### config.mk
export PLATFORM = sky130hd
export DESIGN_NAME = hb_pwm_top
export DESIGN_NICKNAME = d
export VERILOG_FILES = /design/src/rtl/hb_pwm_pkg.sv /design/src/rtl/hb_pwm_timebase.sv /design/src/rtl/hb_pwm_trip.sv /design/src/rtl/hb_pwm_deadband.sv /design/src/rtl/hb_pwm_top.sv
export SDC_FILE = /design/constraint.sdc
export NUM_CORES = 1
export LEC_CHECK = 0
export ABC_AREA = 1
export ABC_CLOCK_PERIOD_IN_PS = 1800
export BUFFER_PORTS_ARGS = -buffer_cell sky130_fd_sc_hd__buf_2
export CAP_MARGIN = 40
export CORE_ASPECT_RATIO = 0.5
export CORE_MARGIN = 3
export CORE_UTILIZATION = 57
export DETAILED_ROUTE_END_ITERATION = 7
export PLACE_DENSITY = 0.8
export SETUP_SLACK_MARGIN = 0.5
export SYNTH_ARGS = -nofsm -noshare
export SYNTH_HDL_FRONTEND = slang
export SYNTH_SLANG_ARGS = --single-unit
### constraint.sdc
create_clock -name clk_i -period 1.8 [get_ports clk_i]
set_clock_uncertainty 0.2 [all_clocks]
set_input_delay 0.27 -clock clk_i [delete_from_list [all_inputs] [get_ports clk_i]]
set_output_delay 0.27 -clock clk_i [all_outputs]
set_load 0.01 [all_outputs]
### src/rtl/hb_pwm_pkg.sv
package hb_pwm_pkg;

   typedef enum logic {
      POL_ACT_HIGH = 1'b0,
      POL_ACT_LOW  = 1'b1
   } pol_e;

   localparam int SIDE_A = 0;
   localparam int SIDE_B = 1;
   localparam int N_SIDE = 2;

   // Pin level for an internal active flag under a polarity select.
   function automatic logic drive_level(input logic act, input logic pol);
      return act ^ pol;
   endfunction

endpackage

### src/rtl/hb_pwm_timebase.sv
module hb_pwm_timebase #(
   parameter int CNT_W = 8,
   parameter int DT_W  = 4
) (
   input  logic             clk_i,
   input  logic             rst_ni,
   input  logic [CNT_W-1:0] period_i,
   input  logic [CNT_W-1:0] duty_i,
   input  logic [DT_W-1:0]  dtime_i,
   output logic             pri_o,
   output logic [DT_W-1:0]  dt_o,
   output logic             wrap_o,
   output logic             pm_o,
   output logic             ready_o
);

   logic [CNT_W-1:0] cnt_q;
   logic [CNT_W-1:0] per_q;
   logic [CNT_W-1:0] duty_q;
   logic [DT_W-1:0]  dt_q;
   logic             pm_q;
   logic             seen_q;
   logic             ready_q;

   assign wrap_o = (cnt_q == per_q);

   // Counter plus shadow capture at the boundary
   always_ff @(posedge clk_i or negedge rst_ni) begin
      if (!rst_ni) begin
         cnt_q  <= '0;
         per_q  <= '0;
         duty_q <= '0;
         dt_q   <= '0;
      end else if (wrap_o) begin
         cnt_q  <= '0;
         per_q  <= period_i;
         duty_q <= duty_i;
         dt_q   <= dtime_i;
      end else begin
         cnt_q  <= cnt_q + CNT_W'(1);
      end
   end

   // Boundary flag and start-up guard
   always_ff @(posedge clk_i or negedge rst_ni) begin
      if (!rst_ni) begin
         pm_q    <= 1'b0;
         seen_q  <= 1'b0;
         ready_q <= 1'b0;
      end else begin
         pm_q    <= wrap_o;
         seen_q  <= seen_q | pm_q;
         ready_q <= ready_q | (pm_q & seen_q);
      end
   end

   assign pri_o   = (cnt_q < duty_q);
   assign dt_o    = dt_q;
   assign pm_o    = pm_q;
   assign ready_o = ready_q;

endmodule

### src/rtl/hb_pwm_trip.sv
module hb_pwm_trip #(
   parameter int N_CMP    = 2,
   parameter int N_EXT    = 1,
   parameter bit EXT_RISE = 1'b1
) (
   input  logic             clk_i,
   input  logic             rst_ni,
   input  logic             restart_en_i,
   input  logic [N_CMP-1:0] cmp_i,
   input  logic [N_EXT-1:0] ext_i,
   input  logic             sw_wr_i,
   input  logic             sw_wdata_i,
   input  logic             wrap_i,
   output logic             trip_o,
   output logic             run_o
);

   logic [N_EXT-1:0] ext_lvl;
   logic [N_EXT-1:0] ext_prev_q;
   logic [N_EXT-1:0] ext_edge;
   logic             cmp_any;
   logic             cond;
   logic             trip_q;
   logic             trip_d;
   logic             run_q;

   // Active sense of the external sources is a build option
   generate
      if (EXT_RISE) begin : g_ext_rise
         assign ext_lvl = ext_i;
      end else begin : g_ext_fall
         assign ext_lvl = ~ext_i;
      end
   endgenerate

   always_ff @(posedge clk_i or negedge rst_ni) begin
      if (!rst_ni) ext_prev_q <= '0;
      else         ext_prev_q <= ext_lvl;
   end

   assign ext_edge = ext_lvl & ~ext_prev_q;
   assign cmp_any  = |cmp_i;
   assign cond     = cmp_any | (|ext_lvl);

   always_comb begin
      trip_d = trip_q;
      if (cmp_any || (|ext_edge))  trip_d = 1'b1;
      else if (cond)               trip_d = trip_q;
      else if (sw_wr_i)            trip_d = sw_wdata_i;
      else if (restart_en_i)       trip_d = 1'b0;
   end

   always_ff @(posedge clk_i or negedge rst_ni) begin
      if (!rst_ni) trip_q <= 1'b0;
      else         trip_q <= trip_d;
   end

   // Output enable: dropped at once, restored only at a boundary
   always_ff @(posedge clk_i or negedge rst_ni) begin
      if (!rst_ni)                 run_q <= 1'b0;
      else if (trip_q)             run_q <= 1'b0;
      else if (wrap_i && !run_q)   run_q <= 1'b1;
   end

   assign trip_o = trip_q;
   assign run_o  = run_q;

endmodule

### src/rtl/hb_pwm_deadband.sv
module hb_pwm_deadband
   import hb_pwm_pkg::*;
#(
   parameter int DT_W = 4
) (
   input  logic            clk_i,
   input  logic            rst_ni,
   input  logic            en_i,
   input  logic            pri_i,
   input  logic [DT_W-1:0] dt_i,
   input  logic            pol_a_i,
   input  logic            pol_b_i,
   output logic            a_act_o,
   output logic            b_act_o,
   output logic            drv_a_o,
   output logic            drv_b_o
);

   localparam logic [DT_W-1:0] SAT = {DT_W{1'b1}};

   logic [N_SIDE-1:0] req;
   logic [N_SIDE-1:0] act_q;
   logic [N_SIDE-1:0] pol;

   assign req[SIDE_A] = en_i &  pri_i;
   assign req[SIDE_B] = en_i & ~pri_i;
   assign pol[SIDE_A] = pol_a_i;
   assign pol[SIDE_B] = pol_b_i;

   generate
      for (genvar s = 0; s < N_SIDE; s++) begin : g_side
         logic [DT_W-1:0] hold_q;

         always_ff @(posedge clk_i or negedge rst_ni) begin
            if (!rst_ni)           hold_q <= '0;
            else if (!req[s])      hold_q <= '0;
            else if (hold_q != SAT) hold_q <= hold_q + DT_W'(1);
         end

         always_ff @(posedge clk_i or negedge rst_ni) begin
            if (!rst_ni) act_q[s] <= 1'b0;
            else         act_q[s] <= req[s] && (hold_q >= dt_i);
         end
      end
   endgenerate

   assign a_act_o = act_q[SIDE_A];
   assign b_act_o = act_q[SIDE_B];
   assign drv_a_o = drive_level(act_q[SIDE_A], pol[SIDE_A]);
   assign drv_b_o = drive_level(act_q[SIDE_B], pol[SIDE_B]);

endmodule

### src/rtl/hb_pwm_top.sv
module hb_pwm_top #(
   parameter int CNT_W    = 8,
   parameter int DT_W     = 4,
   parameter int N_CMP    = 2,
   parameter int N_EXT    = 1,
   parameter bit EXT_RISE = 1'b1
) (
   input  logic             clk_i,
   input  logic             rst_ni,
   input  logic [CNT_W-1:0] period_i,
   input  logic [CNT_W-1:0] duty_i,
   input  logic [DT_W-1:0]  dtime_i,
   input  logic             pol_a_i,
   input  logic             pol_b_i,
   input  logic             restart_en_i,
   input  logic [N_CMP-1:0] cmp_trip_i,
   input  logic [N_EXT-1:0] ext_trip_i,
   input  logic             sw_wr_i,
   input  logic             sw_wdata_i,
   output logic             drv_a_o,
   output logic             drv_b_o,
   output logic             trip_o,
   output logic             period_match_o,
   output logic             ready_o
);

   generate
      if (CNT_W < 2) begin : g_bad_cnt
         $error("hb_pwm_top: CNT_W must be at least 2");
      end
      if (DT_W < 1 || DT_W > CNT_W) begin : g_bad_dt
         $error("hb_pwm_top: DT_W must be in 1..CNT_W");
      end
      if (N_CMP < 1 || N_EXT < 1) begin : g_bad_src
         $error("hb_pwm_top: at least one source of each kind");
      end
   endgenerate

   logic            pri;
   logic [DT_W-1:0] dt_cur;
   logic            wrap;
   logic            trip;
   logic            run;
   logic            out_en;
   logic            a_act;
   logic            b_act;

   hb_pwm_timebase #(.CNT_W(CNT_W), .DT_W(DT_W)) u_tb (
      .clk_i    (clk_i),
      .rst_ni   (rst_ni),
      .period_i (period_i),
      .duty_i   (duty_i),
      .dtime_i  (dtime_i),
      .pri_o    (pri),
      .dt_o     (dt_cur),
      .wrap_o   (wrap),
      .pm_o     (period_match_o),
      .ready_o  (ready_o)
   );

   hb_pwm_trip #(.N_CMP(N_CMP), .N_EXT(N_EXT), .EXT_RISE(EXT_RISE)) u_trip (
      .clk_i        (clk_i),
      .rst_ni       (rst_ni),
      .restart_en_i (restart_en_i),
      .cmp_i        (cmp_trip_i),
      .ext_i        (ext_trip_i),
      .sw_wr_i      (sw_wr_i),
      .sw_wdata_i   (sw_wdata_i),
      .wrap_i       (wrap),
      .trip_o       (trip),
      .run_o        (run)
   );

   assign out_en = run & ~trip;

   hb_pwm_deadband #(.DT_W(DT_W)) u_db (
      .clk_i   (clk_i),
      .rst_ni  (rst_ni),
      .en_i    (out_en),
      .pri_i   (pri),
      .dt_i    (dt_cur),
      .pol_a_i (pol_a_i),
      .pol_b_i (pol_b_i),
      .a_act_o (a_act),
      .b_act_o (b_act),
      .drv_a_o (drv_a_o),
      .drv_b_o (drv_b_o)
   );

   assign trip_o = trip;

endmodule

==> run metrics, run 1 <==
run status=completed; synth top area cells=dfrtp_1, nand2_1, ha_1, nand2_2, inv_1; DIE AREA=5080 um^2; Vert. Die Dim=51.9 um; Sink Count=44; leakage power total=1.81 nW; worst min path class=input pin to flip-flop; Reg clk slew, reported paths=0.09 ns; met2 usage=50.7%; multi-input logic area=1450 um^2; setup violators final=0; Post-DP HPWL=3170 um; YS warnings=0; Critical Path RT=1.84 ns; number of global-route vias before repair=2,308; number of diodes=0; synthesized area per cell=8.74 um^2; Longest Clk Path Bufs=2; residual DRC count=0; Iteration-0 DRC Markers=219; Detailed Route WL=9240 um; placer congestion estimate=0.824; #FFs+latches synth=44; PortBufs=34; first-pass GRT wire length=10,900 um; met1 usage=32.6%; core region area=3730 um^2; number of iterations in the first detailed-routing pass=5; max frequency=564 MHz; maximum vdd drop=472 uV; post-synth top area share=45.8%; Mapped Cells=275; largest area contributor in the netlist=dfrtp_1; library cells used by synthesis=26; final count of hold timing violations=0; htree depth=2; row count=15; via count=2,556; startpoint types=flip-flop; chip width=97.8 um; Worst Path Arrival=1.82 ns; met3 Use GR=7.63%; Worst Max-Slew Pin Slew=0.396 ns; Synth Cell Area=2400 um^2; Period Utilization, post-route=98.6%; Max-Cap Viols=0; GR Util All Layers=28.3%; crit-path max FO=3; Hold WS=0.0343 ns; Initial Util=64.3%; post-route cell area=3540 um^2; Mapped Nets=323; FF/Latch Area=1110 um^2; pin count of the biggest net entering global routing=45; fin nets=405; Congestion Overflow GR=0; pwr/cell area=498 nW/um^2; post-route ant nets=0; post-layout min period=1.77 ns; initial antenna violation count=0; Post-DP Area=2650 um^2; Slew Limit Headroom=73.5%; TritonCTS Buffers=5; Seq/Total Area, Yosys=45.8%; RSZ-0062 raised after global routing=true; drt via density=6.25; CTS Root Cell=clkbuf_8; wire per inst=22.6 um; CP Capture Type=flip-flop; Most Crowded Layer GR=met2; Setup CP Type=flip-flop to flip-flop; Layout area overhead=47.6%; clk_lat worst skew=0.31 ns; CTS tree=built; Fill cells=87; Slew Viols, Final=0; layout cell share with drive strength beyond 1=47.5%; num ports=35; most frequent cells in the layout=nand2_1, dfrtp_1, nand2_2; commonest non-fill, non-tap cell in the layout=nand2_1
-- cells in the mapped netlist --
cell type	n
inv_2	1
nand2_1	68
buf_6	1
nor2_2	6
o2111ai_1	1
o21bai_1	1
a21oi_2	1
inv_1	33
nand2_4	1
nand3_1	9
dfrtp_1	44
o21a_1	1
nor3_1	2
nor2_1	22
mux2_2	1
or2_2	2
buf_12	2
buf_4	1
o21ai_0	9
nand2_2	28
ha_1	18
xnor2_1	7
nand4_1	1
a21oi_1	8
inv_8	1
xor2_1	6
-- registers in the layout, summed over array words and instances, names as in the netlist, 4 cells and up --
name,flops
u_db.g_side.hold_q,8
u_tb.cnt_q,8
u_tb.dt_o,4
u_tb.duty_q,8
u_tb.per_q,8
-- cells by family (layout without fill, tap and decap cells) --
group	count (synthesis)	count (layout)	share of synthesized area (%)
AO/OA/AOI/OAI	21	21	4.90
XOR/XNOR	13	13	4.74
adder cells (fa/ha/maj)	18	18	9.38
buffers and inverters	39	122	8.23
flip-flops	44	44	45.8
multiplexers	1	1	0.469
AND/OR/NAND/NOR	139	139	26.5
-- power by group --
part | leakage [nW] | switching [mW] | internal (mW) | total (mW)
Clock | 0.0455 | 0.344 | 0.313 | 0.658
Sequential | 0.483 | 0.000930 | 0.989 | 0.990
Combinational | 1.29 | 0.0556 | 0.0629 | 0.118
Total | 1.81 | 0.401 | 1.37 | 1.77
-- layout make-up --
type	instances	share of cell area, %
well taps	51	1.80
repair inverters	2	1.02
repair buffers	77	18.3
flip-flops and latches	44	31.3
clock buffers	8	2.54
multi-input cells	192	41.0
inverters	35	4.06
-- stage by stage --
step / TNS [ns] / util (%) / total power [mW] / instances / worst slack [ns]
after floorplan: 0 / - / 1.02 / 275 / 0.353
after global placement: 0 / 71.0 / 1.08 / 358 / 0.174
after detailed placement: 0 / 71.0 / 1.08 / 358 / 0.126
after CTS: 0 / 86.8 / 1.75 / 405 / 0.193
after global routing: -0.0329 / 94.9 / 1.82 / 409 / -0.0320
final: 0 / 94.9 / 1.77 / 409 / 0.0257
-- metal layers --
layer	up-vias	part of all wire, %
met5	-	0
li1	1018	-
met1	1216	36
met2	245	45
met4	0	6.7
met3	77	11
-- worst max-delay path: stages (launching register included) --
cell     delay (ns)
dfrtp_1        0.43
buf_4          0.16
nand3_1        0.15
nor2_2         0.18
nand3_1        0.16
o21ai_1        0.28
nand2_4        0.07
nor2_2         0.09
-- path summary, 6_finish.rpt --
| path | start | to | slack [ns] | cells after the start |
|---|---|---|---|---|
| max | u_tb.cnt_q[2] | u_tb.cnt_q[7] | 0.03 | 7 |
| min | duty_i[7] | u_tb.duty_q[7] | 0.03 | 3 |
| max in group asynchronous | rst_ni | u_tb.cnt_q[3] | 0.77 | 3 |
| max reg2reg | u_tb.cnt_q[2] | u_tb.cnt_q[7] | 0.03 | 7 |
| min in group asynchronous | rst_ni | u_db.g_side[0].hold_q[2] | 0.31 | 3 |
| min reg2reg | u_trip.ext_prev_q | u_trip.trip_o | 0.28 | 1 |
-- timing repair --
action	CTS	global route
cloned	4	1
endpoints found under the hold margin	65	0
endpoints found under the setup margin	44	47
buffers inserted	12	3
gates resized for setup	24	68
hold buffers	23	0
pin swaps	8	15
(Power assumes the default switching activity.)
==> run 2, diff against run 1 <==
CTS_BUF_LIST = sky130_fd_sc_hd__clkbuf_16   (was unset)
==> run 2 against run 1 <==
  * The flow now finishes with violations (negative hold slack, negative setup slack)
  * Cell count decreased by 3.9%
  * Global-route usage decreased by 3.7 points
  * Worst hold slack got worse by 0.037 ns
  * Fmax decreased by 3.1%
  * Largest power group unchanged
==> run metrics, run 2 (same netlist as run 1, synthesis figures left out) <==
run status=finished, violations left; failing checks=negative hold slack, negative setup slack; Period Utilization, post-route=102%; final count of hold timing violations=3; PortBufs=34; Post-DP HPWL=3170 um; row count=15; max frequency=546 MHz; setup violators final=3; DIE AREA=5080 um^2; Vert. Die Dim=51.9 um; num ports=35; initial antenna violation count=0; RSZ-0062 raised after global routing=true; Max-Cap Viols=0; htree depth=2; DP Cell Count=358; clk_lat worst skew=0.28 ns; Hold WS=-0.00308 ns; placer congestion estimate=0.824; post-route ant nets=0; pre-CTS WS=0.126 ns; via count=2,259; Detailed Route WL=7270 um; pwr/cell area=612 nW/um^2; startpoint types=flip-flop; Critical Path RT=1.81 ns; Iteration-0 DRC Markers=219; worst min path class=input pin to flip-flop; Congestion Overflow GR=0; Reg clk slew, reported paths=0.06 ns; maximum vdd drop=515 uV; Finished Layout Cells=393; leakage power total=1.74 nW; Longest Clk Path Bufs=2; post-layout min period=1.83 ns; Worst Max-Slew Pin Slew=0.433 ns; number of iterations in the first detailed-routing pass=5; Layout area overhead=33.1%; drt via density=5.75; CTS tree=built; TritonCTS Buffers=5; GR Util All Layers=24.6%; crit-path max FO=5; chip width=97.8 um; Slew Limit Headroom=71.1%; total power=1.96 mW; Worst Path Arrival=1.84 ns; CP Capture Type=flip-flop; first-pass GRT wire length=9690 um; pin count of the biggest net entering global routing=45; layout cell share with drive strength beyond 1=38.0%; wire per inst=18.5 um; number of global-route vias before repair=2,046; core region area=3730 um^2; number of diodes=0; Slew Viols, Final=0; Setup CP Type=flip-flop to flip-flop; most frequent cells in the layout=nand2_1, dfrtp_1, nand2_2; Initial Util=64.3%; residual DRC count=0; Fill cells=184; Sink Count=44; final worst slack=-0.0319 ns; CTS Root Cell=clkbuf_16; fin nets=389; commonest non-fill, non-tap cell in the layout=nand2_1
==> run 2: cell types whose count changed in the layout (fill, tap and decap cells not counted), moves of 5 or more <==
cell and change:
dlygate4sd3_1 -10, nand2_1 +12, inv_1 +7, nand2_4 -12, clkbuf_8 -6, inv_2 -5, nor2_1 +6
==> run 2: worst max-delay path: stages, from the launching register on <==
cell     delay (ns)
dfrtp_1        0.39
inv_1          0.07
ha_1           0.35
nand2_1        0.09
inv_1          0.09
nand2_2        0.08
nand2_4        0.09
nand2_4        0.09
nand2_4        0.08
nand2_4        0.07
nor2_1         0.14
==> run 2: worst paths after layout <==
path | from | to | cells after the start | slack, ns
hold / removal | period_i[4] | u_tb.per_q[4] | 3 | -0.003
setup reg to reg | u_tb.duty_q[3] | u_db.g_side[1].hold_q[1] | 10 | -0.03
min in group asynchronous | rst_ni | u_tb.ready_o | 3 | 0.34
max in group asynchronous | rst_ni | u_tb.cnt_q[0] | 3 | 0.73
setup / recovery | u_tb.duty_q[3] | u_db.g_side[1].hold_q[1] | 10 | -0.03
hold reg to reg | u_tb.ready_o | u_tb.ready_o | 1 | 0.28
==> run 2: final cells by class <==
cell class              count  area (um^2)  area share, %
clock buffers               5          125           3.91
multi-input cells         192         1250           39.3
well taps                  51         63.8           2.00
flip-flops and latches     44         1100           34.6
repair inverters            2         27.5          0.861
inverters                  35          144           4.50
clock inverters             3         11.3          0.352
repair buffers             61          465           14.6
==> run 2: what timing repair did <==
action / in CTS / in global routing
resized for setup: 9 / 28
cloned: 3 / 0
buffers inserted: 7 / 4
pin swaps: 5 / 6
endpoints found under the setup margin: 43 / 68
hold buffers: 12 / 1
hold endpoints to repair: 55 / 1
==> run 2: report_power, final <==
part / total [mW] / internal, mW / switching (mW)
sequential: 0.992 / 0.991 / 0.00102
clock: 0.868 / 0.500 / 0.368
combinational: 0.0955 / 0.0484 / 0.0471
total: 1.96 / 1.54 / 0.417
==> run 2: per-stage QoR <==
step / utilization, % / hold slack [ns] / setup TNS [ns] / area [um^2]
6_report: 85.6 / -0.00308 / -0.0692 / 3200
3_5_place_dp: 71.0 / 0.182 / 0 / 2650
5_1_grt: 85.6 / 0.000536 / -0.307 / 3200
4_1_cts: 81.7 / 0.000391 / 0 / 3050
2_1_floorplan: - / -0.226 / 0 / 2450
3_3_place_gp: 71.0 / 0.176 / 0 / 2650
==> run 2: routing by layer <==
metal | track usage [%] | vias up | routed length (um)
met5 | 0 | - | 0
met4 | 5.75 | 0 | 418
met3 | 5.09 | 58 | 783
met2 | 46.9 | 179 | 3430
met1 | 29.2 | 1038 | 2640
li1 | - | 984 | -
